### src/rtl/cfg_loader_pkg.sv
package cfg_loader_pkg;
  typedef enum logic [3:0] {
    S_IDLE, S_PHY, S_DLY, S_BASE, S_CHK, S_EVAL,
    S_JWAIT, S_JADDR, S_WR, S_PRD, S_PWR
  } ldr_state_t;

  typedef enum logic [1:0] {
    W_DATA, W_JUMP, W_END
  } word_kind_t;
endpackage

### src/rtl/ldr_bus_port.sv
module ldr_bus_port #(
  parameter int W = 32
) (
  input  logic         clk,
  input  logic         rst_n,
  input  logic         issue,
  input  logic         is_wr,
  input  logic [W-1:0] req_addr,
  input  logic [W-1:0] req_data,
  input  logic         bus_ready,
  output logic         bus_wr,
  output logic         bus_rd,
  output logic [W-1:0] bus_addr,
  output logic [W-1:0] bus_wdata,
  output logic         ack
);
  assign ack = (bus_wr | bus_rd) & bus_ready;

  always_ff @(posedge clk or negedge rst_n) begin
    if (!rst_n) begin
      bus_wr    <= 1'b0;
      bus_rd    <= 1'b0;
      bus_addr  <= '0;
      bus_wdata <= '0;
    end else if (issue) begin
      bus_wr    <= is_wr;
      bus_rd    <= !is_wr;
      bus_addr  <= req_addr;
      bus_wdata <= req_data;
    end else if (ack) begin
      bus_wr <= 1'b0;
      bus_rd <= 1'b0;
    end
  end


  hold_stable_chk: assert property (@(posedge clk) disable iff (!rst_n)
    ((bus_wr || bus_rd) && !bus_ready) |=>
      (bus_wr == $past(bus_wr)) && (bus_rd == $past(bus_rd)) &&
      $stable(bus_addr) && $stable(bus_wdata));


  rd_wr_excl_chk: assert property (@(posedge clk) disable iff (!rst_n)
    !(bus_wr && bus_rd));
endmodule

### src/rtl/ldr_delay.sv
module ldr_delay #(
  parameter int DELAY_CYC = 16
) (
  input  logic clk,
  input  logic rst_n,
  input  logic load,
  output logic expired
);
  localparam int CW = $clog2(DELAY_CYC + 1);
  localparam logic [CW-1:0] LOAD_VAL = CW'(DELAY_CYC);

  logic [CW-1:0] cnt_q;

  always_ff @(posedge clk or negedge rst_n) begin
    if (!rst_n)            cnt_q <= '0;
    else if (load)         cnt_q <= LOAD_VAL;
    else if (cnt_q != '0)  cnt_q <= cnt_q - 1'b1;
  end

  assign expired = (cnt_q == '0) && !load;


  delay_load_chk: assert property (@(posedge clk) disable iff (!rst_n)
    load |=> !expired);
endmodule

### src/rtl/ldr_word_class.sv
module ldr_word_class
  import cfg_loader_pkg::*;
#(
  parameter int          W         = 32,
  parameter logic [W-1:0] END_MARK  = '1,
  parameter logic [W-1:0] JUMP_MARK = {{(W-1){1'b1}}, 1'b0}
) (
  input  logic [W-1:0] word,
  output word_kind_t   kind
);
  always_comb begin
    if (word == END_MARK)       kind = W_END;
    else if (word == JUMP_MARK) kind = W_JUMP;
    else                        kind = W_DATA;
  end
endmodule

### src/rtl/cfg_table_loader.sv
module cfg_table_loader
  import cfg_loader_pkg::*;
#(
  parameter int           W             = 32,
  parameter int           DEPTH         = 32,
  parameter int           DELAY_CYC     = 16,
  parameter logic [W-1:0] BASE_ADDR     = 32'h0000_1000,
  parameter logic [W-1:0] PHY_CTRL_ADDR = 32'h0000_0060,
  parameter logic [W-1:0] PATCH_OFS     = 32'h0000_0084,
  parameter logic [W-1:0] END_MARK      = 32'hFFFF_FFFF,
  parameter logic [W-1:0] JUMP_MARK     = 32'hFFFF_FFFE,
  parameter int           FIELD_W       = 17,
  parameter logic [FIELD_W-1:0] REFRESH_VAL = 17'h00C30,
  localparam int          RA_W          = $clog2(DEPTH)
) (
  input  logic            clk,
  input  logic            rst_n,
  input  logic            start,
  output logic            done,
  output logic            err,
  output logic [RA_W-1:0] rom_addr,
  input  logic [W-1:0]    rom_data,
  output logic            bus_wr,
  output logic            bus_rd,
  output logic [W-1:0]    bus_addr,
  output logic [W-1:0]    bus_wdata,
  input  logic [W-1:0]    bus_rdata,
  input  logic            bus_ready
);
  localparam int IDX_W = $clog2(DEPTH + 1);
  localparam logic [IDX_W-1:0] IDX_END  = IDX_W'(DEPTH);
  localparam logic [IDX_W-1:0] IDX_LAST = IDX_W'(DEPTH - 1);
  localparam logic [W-1:0] PATCH_ADDR = BASE_ADDR + PATCH_OFS;
  localparam logic [W-1:0] KEEP_MASK  = {{(W-FIELD_W){1'b1}}, {FIELD_W{1'b0}}};
  localparam logic [W-1:0] FIELD_VAL  = {{(W-FIELD_W){1'b0}}, REFRESH_VAL};

  ldr_state_t     state_q;
  logic [IDX_W-1:0] idx_q;
  logic [W-1:0]   cur_q;
  logic           done_q, err_q;

  logic           iss, iss_wr, ack, dly_done;
  logic [W-1:0]   iss_addr, iss_data;
  word_kind_t     kind;

  ldr_word_class #(.W(W), .END_MARK(END_MARK), .JUMP_MARK(JUMP_MARK)) u_class (
    .word (rom_data),
    .kind (kind)
  );

  ldr_delay #(.DELAY_CYC(DELAY_CYC)) u_delay (
    .clk     (clk),
    .rst_n   (rst_n),
    .load    (state_q == S_PHY && ack),
    .expired (dly_done)
  );

  ldr_bus_port #(.W(W)) u_port (
    .clk       (clk),
    .rst_n     (rst_n),
    .issue     (iss),
    .is_wr     (iss_wr),
    .req_addr  (iss_addr),
    .req_data  (iss_data),
    .bus_ready (bus_ready),
    .bus_wr    (bus_wr),
    .bus_rd    (bus_rd),
    .bus_addr  (bus_addr),
    .bus_wdata (bus_wdata),
    .ack       (ack)
  );

  assign rom_addr = idx_q[RA_W-1:0];
  assign done     = done_q;
  assign err      = err_q;

  always_comb begin
    iss      = 1'b0;
    iss_wr   = 1'b1;
    iss_addr = '0;
    iss_data = '0;
    unique case (state_q)
      S_IDLE: if (start) begin
        iss      = 1'b1;
        iss_addr = PHY_CTRL_ADDR;
      end
      S_EVAL: begin
        if (kind == W_DATA) begin
          iss      = 1'b1;
          iss_addr = cur_q;
          iss_data = rom_data;
        end else if (kind == W_END) begin
          iss      = 1'b1;
          iss_wr   = 1'b0;
          iss_addr = PATCH_ADDR;
        end
      end
      S_PRD: if (ack) begin
        iss      = 1'b1;
        iss_addr = PATCH_ADDR;
        iss_data = (bus_rdata & KEEP_MASK) | FIELD_VAL;
      end
      default: ;
    endcase
  end

  always_ff @(posedge clk or negedge rst_n) begin
    if (!rst_n) begin
      state_q <= S_IDLE;
      idx_q   <= '0;
      cur_q   <= '0;
      done_q  <= 1'b0;
      err_q   <= 1'b0;
    end else begin
      unique case (state_q)
        S_IDLE: if (start) begin
          done_q  <= 1'b0;
          err_q   <= 1'b0;
          idx_q   <= '0;
          state_q <= S_PHY;
        end
        S_PHY:  if (ack) state_q <= S_DLY;
        S_DLY:  if (dly_done) state_q <= S_BASE;
        S_BASE: begin
          cur_q   <= rom_data;
          idx_q   <= idx_q + 1'b1;
          state_q <= S_CHK;
        end
        S_CHK: begin
          if (cur_q < BASE_ADDR || idx_q == IDX_END) begin
            done_q  <= 1'b1;
            err_q   <= 1'b1;
            state_q <= S_IDLE;
          end else begin
            state_q <= S_EVAL;
          end
        end
        S_EVAL: begin
          idx_q <= idx_q + 1'b1;
          if (kind == W_END) begin
            state_q <= S_PRD;
          end else if (kind == W_JUMP) begin
            if (idx_q == IDX_LAST) begin
              done_q  <= 1'b1;
              err_q   <= 1'b1;
              state_q <= S_IDLE;
            end else begin
              state_q <= S_JWAIT;
            end
          end else begin
            state_q <= S_WR;
          end
        end
        S_JWAIT: state_q <= S_JADDR;
        S_JADDR: begin
          cur_q   <= rom_data;
          idx_q   <= idx_q + 1'b1;
          state_q <= S_CHK;
        end
        S_WR: if (ack) begin
          cur_q   <= cur_q + W'(4);
          state_q <= S_CHK;
        end
        S_PRD: if (ack) state_q <= S_PWR;
        S_PWR: if (ack) begin
          done_q  <= 1'b1;
          state_q <= S_IDLE;
        end
        default: state_q <= S_IDLE;
      endcase
    end
  end


  err_with_done_chk: assert property (@(posedge clk) disable iff (!rst_n)
    err |-> done);


  no_low_write_chk: assert property (@(posedge clk) disable iff (!rst_n)
    (state_q == S_WR && bus_wr) |-> (bus_addr >= BASE_ADDR));


  quiet_delay_chk: assert property (@(posedge clk) disable iff (!rst_n)
    (state_q == S_DLY) |-> (!bus_wr && !bus_rd));


  patch_field_chk: assert property (@(posedge clk) disable iff (!rst_n)
    (state_q == S_PWR && bus_wr) |->
      (bus_wdata[FIELD_W-1:0] == REFRESH_VAL && bus_addr == PATCH_ADDR));


  done_hold_chk: assert property (@(posedge clk) disable iff (!rst_n)
    (done && !start) |=> done);
endmodule

### config.mk
export PLATFORM = sky130hd
export DESIGN_NAME = cfg_table_loader
export DESIGN_NICKNAME = d
export VERILOG_FILES = /design/src/rtl/cfg_loader_pkg.sv /design/src/rtl/ldr_bus_port.sv /design/src/rtl/ldr_delay.sv /design/src/rtl/ldr_word_class.sv /design/src/rtl/cfg_table_loader.sv
export SDC_FILE = /design/constraint.sdc
export NUM_CORES = 1
export LEC_CHECK = 0
export BUFFER_PORTS_ARGS = -buffer_cell sky130_fd_sc_hd__buf_4
export CAP_MARGIN = 10
export CORE_UTILIZATION = 40
export DETAILED_ROUTE_END_ITERATION = 8
export GPL_TIMING_DRIVEN = 0
export PLACE_DENSITY = 0.65
export SLEW_MARGIN = 20
export SYNTH_ARGS = -nofsm -noshare
export SYNTH_HDL_FRONTEND = slang
export SYNTH_SLANG_ARGS = --single-unit
### constraint.sdc
create_clock -name clk -period 3.68 [get_ports clk]
set_input_delay 0.736 -clock clk [delete_from_list [all_inputs] [get_ports clk]]
set_output_delay 0.736 -clock clk [all_outputs]
set_load 0.02 [all_outputs]
# After elaboration in Yosys (flattened, before gate mapping)
# Index checks and enable logic that the tools add are counted.
# totals
out_inout_bits,73
wordCells,110
inputBits,68
regBits,115
# op_classes
addsub,3
mux,46
magnitude_cmp,1
bitwise_logic,2
eq_ne,26
reduce_logical,22
# ops
op,n
$mux 32,4
$pmux 32 s2,2
$pmux 32 s3,1
$eq 32x32->1 const B,2
$pmux 4 s10,1
$add 32x3->32 const B,1
$lt 32x13->1 const B,1
$mux 4,8
$mux 13,2
$ne 2x2->1 const B,10
$mux 1,17
$eq 4x3->1 const B,4
$eq 4x4->1 const B,3
$pmux 6 s2,1
$reduce_and 6->1,2
$mux 5,2
$eq 4x2->1 const B,2
$reduce_bool 2->1,4
$mux 7,1
$reduce_and 7->1,1
$add 6x1->6 const B,1
$eq 6x5->1 const B,1
$eq 6x6->1 const B,1
$mux 3,2
other kinds (22),26

# Logic depth before layout (Yosys ltp)
# Gate-level depths: netlist of run 1.
# logic_depth
word_depth,9
mapped_depth,8
depth_no_buf,7

# Modules after synthesis
# Synthesis of run 1 repeated with hierarchy kept, for this count alone.
# unflattened
cells_unflattened,621
area_unflattened_um2,6341.1
# by_module_without_submodules
mod,seq_area_each_um2,area_each_um2,instances,cells_each
cfg_table_loader,1101.1,3428.3,1,439
ldr_bus_port,1651.6,2580.0,1,143
ldr_delay,125.1,255.2,1,26
ldr_word_class,0.0,77.6,1,13

# Worst setup path after synthesis of run 1
# OpenSTA, ideal clock, no wires.
# synth_path
path_kind,input to register
startpoint,in rom_data[20]
endpoint,reg u_port.bus_addr[18]
path_buffers,2
setup_time_ps,66
arrival_ps,2111
path_slack_ps,1503
required_ps,3614
path_stages,7
cell_sequence,nand4_1 -> nor4_2 -> a21oi_2 -> nor4_2 -> buf_2 -> buf_4 -> a22o_1
# synth_via
elab_chain_cells,7
elab_cells_between_ends,11
cone_classes,eq/ne (3); mux (7); reduce/logical (1)
# synth_lines
item,line,rtl
"start, declared",cfg_table_loader.sv:22,"input logic [W-1:0] rom_data,"
$eq 32x32->1,ldr_word_class.sv:13,else if (word == JUMP_MARK) kind = W_JUMP;
$mux 1,ldr_word_class.sv:13,
$mux 2 *,ldr_word_class.sv:12,if (word == END_MARK) kind = W_END;
$eq 2x2->1,cfg_table_loader.sv:92,end else if (kind == W_END) begin
$mux 1,cfg_table_loader.sv:92,
$mux 1,cfg_table_loader.sv:88,if (kind == W_DATA) begin
$pmux 1 s3,cfg_table_loader.sv:82,unique case (state_q)
"end signal, assigned",ldr_bus_port.sv:28,bus_addr <= req_addr;
"end, declared",ldr_bus_port.sv:13,"output logic [W-1:0] bus_addr,"
# Mark *: on every way between the ends. The rest lies on a longest branch, timed or not.
# A chain may end at the register's enable or synchronous reset.

# Worst setup path after layout of run 1
# layout_path
startpoint,reg state_q[1]
endpoint,reg cur_q[7]
# layout_via
elab_chain_cells,4
elab_cells_between_ends,8
cone_classes,eq/ne (4); mux (1); reduce/logical (3)
# layout_lines
item,line,rtl
"start, declared",cfg_table_loader.sv:37,ldr_state_t state_q;
"start signal, assigned",cfg_table_loader.sv:109,state_q <= S_IDLE;
"start signal, assigned",cfg_table_loader.sv:120,state_q <= S_PHY;
"start signal, assigned",cfg_table_loader.sv:122,S_PHY: if (ack) state_q <= S_DLY;
$eq 4x3->1 or $eq 4x2->1 (tied branches),cfg_table_loader.sv:115,unique case (state_q)
$reduce_or 2->1 (no source line),n/a,
$reduce_bool 2->1 (no source line),n/a,
$reduce_and 2->1 (no source line),n/a,
"end signal, assigned",cfg_table_loader.sv:125,cur_q <= rom_data;
"end signal, assigned",cfg_table_loader.sv:156,cur_q <= rom_data;
"end signal, assigned",cfg_table_loader.sv:161,cur_q <= cur_q + W'(4);
"end, declared",cfg_table_loader.sv:39,logic [W-1:0] cur_q;
# Parallel ways exist; a longest one is shown, timed or not.

==> results.cfg, run 1 <==
[clock_network]
holdBufCountCts = 0
post_cts_buffers = 0
clockBufferDepth = 2
clock-sinks = 115
path_clk_slew_ns = 0.06
clk_latency_ns = 0.42
cts_tree = built
cts.repair.resized = 0
cts-htree-levels = 4
root_buffer = clkbuf_16
numCtsBuffers = 17

[sta]
setup_tns_ns = 0
clock_skew_ns = 0.01233
slew_viol_final = 0
period_minus_slack_ns = 2.484
max-slew-margin-rel_pct = 54.06
worstMarginPinSlew_ns = 0.6892
rsz0062_at_grt = false
finalHoldViolations = 0
worst_slack_ns = 1.196
post-route-period-util_pct = 67.51
fmax_mhz = 402.5
finalSetupViolCount = 0

[detailed_routing]
route.detailed.drc = 0
wl_per_cell_um = 19.76
drt_pass1_iterations = 5
route.antenna.remaining_nets = 0
routed_wl_um = 17820
drt_iter0_markers = 432
routed_via_density = 5.926
vias = 5345

[floorplan]
start_util_pct = 41.10
fp.dieArea_mm2 = 0.01475
die_y_um = 121.4
io_pins = 141
row_count = 43
die_w_um = 121.4
core_area_mm2 = 0.01388

[grt]
overflow = 0
antenna_found_initial = 0
grt_max_degree = 67
first_global_vias = 5167
grt_pass1_wl_um = 28010
grt_use_total_pct = 25.47

[worst_setup_path]
critPathKind = reg2reg
critPathLaunchType = register
critPathRequiredTime_ns = 3.98
r2r_slack_ns = 1.20
slowest_delay_ns = 0.48
crit_start = state_q[1]
endpoint_kind = register
worstPathMaxFanout = 10
worstPathArrival_ns = 2.79
crit_chain = buf_2 -> nand3b_1 -> a21boi_1 -> buf_2 -> buf_1 -> a21oi_1 -> nor2_1 -> a21oi_1
cpMaxStageDelayCell = buf_1
r2r_start = state_q[1]

[run]
maxCapViolations = 0

[synthesis]
avgSynthCellArea_um2 = 10.08
syn_nets = 639
syn_inst = 566
ys_ff_latch = 115
async_flop_share_pct = 100.0
ys_warn_count = 0
synth_edf_count = 0
synth_flop_cell = dfrtp_1
synth-seq-area-share_pct = 50.44
syn_area_mm2 = 0.005705
ys_types = 60

[placement]
dpl.hpwl_um = 12720
place_ws_ns = 0.8099
io_buffers = 123
place_congestion = 0.8873
dpl.cell_count = 870

[finish]
drive_above_1_share_pct = 27.29
syn2layout_area_growth_pct = 32.00
layout.cells.non_filler = 902
antenna_cells = 0
nets = 782

[min_path]
hold_path.class = in2async

[pwr]
p_leak_nw = 3.586
peakVddDrop_uv = 469.4
powerDensity_mw_per_mm2 = 903.7

[run_status]
status = completed
==> final cells by class <==
type	count	area, um^2
timing repair buffer	124	954.7
fill	1241	6350
clock inverter	12	178.9
inverter	10	37.54
clock buffer	20	466.7
tap	180	225.2
multi-input combinational	392	2549
sequential	115	2878
buffer	49	241.5
==> cells by family after synthesis <==
family | share of synthesized area [%]
AOI/OAI and AO/OA | 25.04
and+or+nand+nor | 17.11
DFF | 50.44
buffers and inverters | 4.890
muxes | 0.9649
adders and majority gates | 1.096
xor gates and xnor gates | 0.4606
==> power breakdown <==
group / internal (mW) / total [mW] / switching, mW
clock network: 1.18 / 1.78 / 0.597
logic: 1.18 / 2.70 / 1.52
registers: 1.82 / 2.32 / 0.499
==> cell usage after synthesis (2+ instances only) <==
master / n / area, um^2
dfrtp_1: 115 / 2878
a22o_1: 56 / 490.5
nor2_1: 45 / 168.9
a21oi_1: 38 / 190.2
nand2_1: 34 / 127.6
o21ai_0: 25 / 125.1
nand3_1: 21 / 105.1
clkbuf_1: 20 / 75.07
a21o_1: 16 / 120.1
nand4_1: 16 / 100.1
buf_2: 15 / 75.07
and3_1: 13 / 81.33
nor3_1: 12 / 60.06
o22ai_1: 11 / 68.82
buf_4: 10 / 75.07
inv_1: 10 / 37.54
a221o_1: 9 / 90.09
nor4_1: 8 / 50.05
or3_1: 8 / 50.05
a211oi_1: 5 / 37.54
a2bb2oi_1: 5 / 43.79
ha_1: 5 / 62.56
a311oi_1: 4 / 35.03
a31oi_1: 4 / 25.02
and4_1: 4 / 35.03
mux2_2: 4 / 45.04
and2_1: 3 / 18.77
buf_1: 3 / 11.26
nand2b_1: 3 / 18.77
nor3b_1: 3 / 22.52
nor4_2: 3 / 37.54
o22a_1: 3 / 26.28
o31ai_1: 3 / 22.52
xnor2_1: 3 / 26.28
a41oi_1: 2 / 17.52
o21a_1: 2 / 15.01
o21bai_1: 2 / 15.01
==> cell usage in the layout, fill, tap and decap left out, types with 5 or more instances in the layout <==
master      count
a21oi_1        38
a21o_1         16
clkinvlp_4      6
nor2_1         45
a2bb2oi_1       5
nand3_1        21
nor3_1         12
a221o_1         9
inv_1          10
nand2_1        34
or3_1           8
nor4_1          8
ha_1            5
clkbuf_1       20
a22o_1         56
buf_2          15
dfrtp_1       115
o21ai_0        25
buf_4         132
and3_1         13
clkbuf_16      17
a211oi_1        5
nand4_1        16
o22ai_1        11
==> per-layer routing <==
metal,vias to the layer above,part of all wire (%),GRT usage (%)
li1,2446,-,-
met1,2609,44,34.84
met2,251,44,36.79
met3,39,8.9,7.519
met4,0,3.0,11.88
met5,-,0,0
==> through the flow <==
step / instance area [um^2] / utilization (%) / total power, mW / hold WS [ns]
detailed placement: 6885 / 49.60 / 5.021 / 0.4684
floorplan: 5705 / - / 3.899 / 0.4404
finish: 7531 / 54.25 / 6.806 / 0.2536
global route: 7531 / 54.25 / 7.207 / 0.2875
CTS: 7531 / 54.25 / 6.828 / 0.2602
global placement: 6854 / 49.38 / 4.952 / 0.4618
==> final timing paths <==
kind,cells after the start,endpoint
hold reg to reg,1,u_port.bus_wdata[28]
setup reg to reg,8,cur_q[7]
min in group clk,1,u_port.bus_wdata[28]
hold / removal,1,u_port.bus_wdata[27]
setup / recovery,8,cur_q[7]
max in group asynchronous,2,cur_q[11]
==> registers in the layout (all words and copies together), names as in the netlist <==
name              cells
u_port.bus_addr      32
cur_q                32
state_q               4
idx_q                 6
done                  1
u_port.bus_rd         1
u_port.bus_wr         1
u_port.bus_wdata     32
err                   1
u_delay.cnt_q         5
==> critical path: cells and delay by family, from the launching register on <==
| family | cells | cell delay [ns] |
|---|---|---|
| AO/OA/AOI/OAI | 3 | 0.39 |
| buffers and inverters | 3 | 1.00 |
| flip-flops | 1 | 0.43 |
| AND/OR/NAND/NOR | 2 | 0.54 |
(Power assumes the default switching activity.)
==> inputs of run 2 (changes only) <==
Settings changed: PLACE_DENSITY 0.65 to 0.67.
Clock period 3.68 ns to 2.15 ns, I/O delays scaled along.
==> run 2 against run 1 <==
Net effect: power is 75% higher; cell count is 0.78% higher; combinational power is 76% higher; clock skew is 0.0047 ns lower; first-iteration DRC count is 7.9% higher; global-route usage is 0.20 points lower; count of clock-buffer cells in the layout is 1 higher; die area stayed put.
==> results.cfg, run 2 (same netlist as run 1, synthesis figures left out) <==
[clock_network]
clk_latency_ns = 0.43
cts-htree-levels = 4
path_clk_slew_ns = 0.05
cts_tree = built
root_buffer = clkbuf_16
numCtsBuffers = 17
clockBufferDepth = 2
clock-sinks = 115

[finish]
ff_latch_area_mm2 = 0.002878
reg_top3 = cur_q (32), u_port.bus_addr (32), u_port.bus_wdata (32)
syn2layout_area_growth_pct = 35.13
drive_above_1_share_pct = 30.45
antenna_cells = 0
mostFrequentLayoutCells = buf_4, dfrtp_1, a22o_1
nets = 790
fillers = 1253
multiInputGateArea_mm2 = 0.002605
fin_area_mm2 = 0.007710
final_common_cell = buf_4

[detailed_routing]
routed_wl_um = 18310
vias = 5535
route.antenna.remaining_nets = 0
drt_iter0_markers = 466
route.detailed.drc = 0
routed_via_density = 6.089
wl_per_cell_um = 20.14
drt_pass1_iterations = 5

[sta]
worst_slack_ns = 0.02538
slew_viol_final = 0
clock_skew_ns = 0.007583
max-slew-margin-rel_pct = 55.59
worstMarginPinSlew_ns = 0.6610
post-route-period-util_pct = 98.82
period_minus_slack_ns = 2.125
setup_tns_ns = 0
finalHoldViolations = 0
finalSetupViolCount = 0
fmax_mhz = 470.7

[pwr]
switching_share_pct = 38.39
power_mw = 11.89
clkPwrFrac_pct = 26.0
seq_power_share_pct = 34.0
p_comb_share_pct = 40.1
p_int_mw = 7.326
p_leak_nw = 3.728
switchingPower_mw = 4.564
peakVddDrop_uv = 807.3
powerDensity_mw_per_mm2 = 1542

[worst_setup_path]
cpMaxStageDelayCell = nor4_2
endpoint_kind = register
worstPathArrival_ns = 2.49
r2r_start = state_q[3]
crit_chain = buf_4 -> nand4_1 -> nor4_2 -> a21oi_4 -> nor4_4 -> buf_4 -> buf_4 -> a22o_1
critPathLaunchType = input port
cp_common_cell = buf_4
worstPathMaxFanout = 10
slowest_delay_ns = 0.55
critPathRequiredTime_ns = 2.52
worst-r2r-cell-count = 8
critPathKind = in2reg
crit_start = rom_data[25]

[placement]
place_area_mm2 = 0.006885
dpl.hpwl_um = 12650
place_congestion = 0.8987
io_buffers = 123
place_ws_ns = -0.3376

[min_path]
hold_path.class = in2reg
holdPathStages = 2
min_from = rom_data[3]

[floorplan]
fp.dieArea_mm2 = 0.01475
start_util_pct = 41.10
io_pins = 141
core_area_mm2 = 0.01388
die_y_um = 121.4
die_w_um = 121.4
row_count = 43

[run]
maxCapViolations = 0

[grt]
grt_pass1_wl_um = 27630
antenna_found_initial = 0
overflow = 0
grt_max_degree = 68
grt_use_total_pct = 25.28
first_global_vias = 5069

[run_status]
status = completed
-- run 2: path summary, 6_finish.rpt --
| check | slack, ns | end |
|---|---|---|
| worst max-delay path | 0.03 | u_port.bus_wdata[12] |
| worst min-delay path | 0.26 | u_port.bus_wdata[3] |
| worst max register to register | 0.04 | u_port.bus_wdata[12] |
| worst min register to register | 0.48 | u_port.bus_wdata[29] |
| max in group asynchronous | 0.95 | state_q[1] |
| min in group asynchronous | 0.51 | u_port.bus_addr[22] |
-- run 2: final cells by class --
class | instances | area share, %
Sequential cell | 115 | 37.33
Tap cell | 180 | 2.921
Multi-Input combinational cell | 392 | 33.79
Clock inverter | 10 | 2.337
Timing Repair Buffer | 136 | 13.58
Clock buffer | 21 | 5.972
Inverter | 10 | 0.4869
Buffer | 45 | 3.586
-- run 2: critical path: cells and delay by family --
kind	cells	cell delay, ns
buf+inv	3	0.61
simple gates	3	1.12
compound gates	2	0.31
-- run 2: what timing repair did --
item / in CTS / in global routing
resized for setup: 13 / 32
hold buffers: 1 / 0
setup endpoints to repair: 93 / 89
gates cloned: 0 / 1
buffers inserted: 5 / 5
endpoints found under the hold margin: 48 / 0
pin swaps: 1 / 4
-- run 2: stage by stage --
step / utilization (%) / hold slack (ns) / instances
2_1_floorplan: - / 0.1344 / 566
5_1_grt: 55.54 / 0.2451 / 909
3_3_place_gp: 49.38 / 0.4596 / 869
6_report: 55.54 / 0.2556 / 909
3_5_place_dp: 49.60 / 0.4017 / 870
4_1_cts: 54.78 / 0.2467 / 906
-- run 2: power by group through the flow --
stage	logic, mW	clock network, mW	registers, mW
floorplan	2.22	0	4.45
global placement	4.52	0	3.95
detailed placement	4.61	0	4.00
CTS	4.69	3.11	3.98
global route	5.11	3.22	4.16
finish	4.76	3.09	4.04
-- run 2: metal layers --
layer | track usage, % | wire [um]
met5 | 0 | 0
met4 | 10.03 | 505
met3 | 6.626 | 1693
met2 | 37.04 | 8136
met1 | 35.40 | 7974
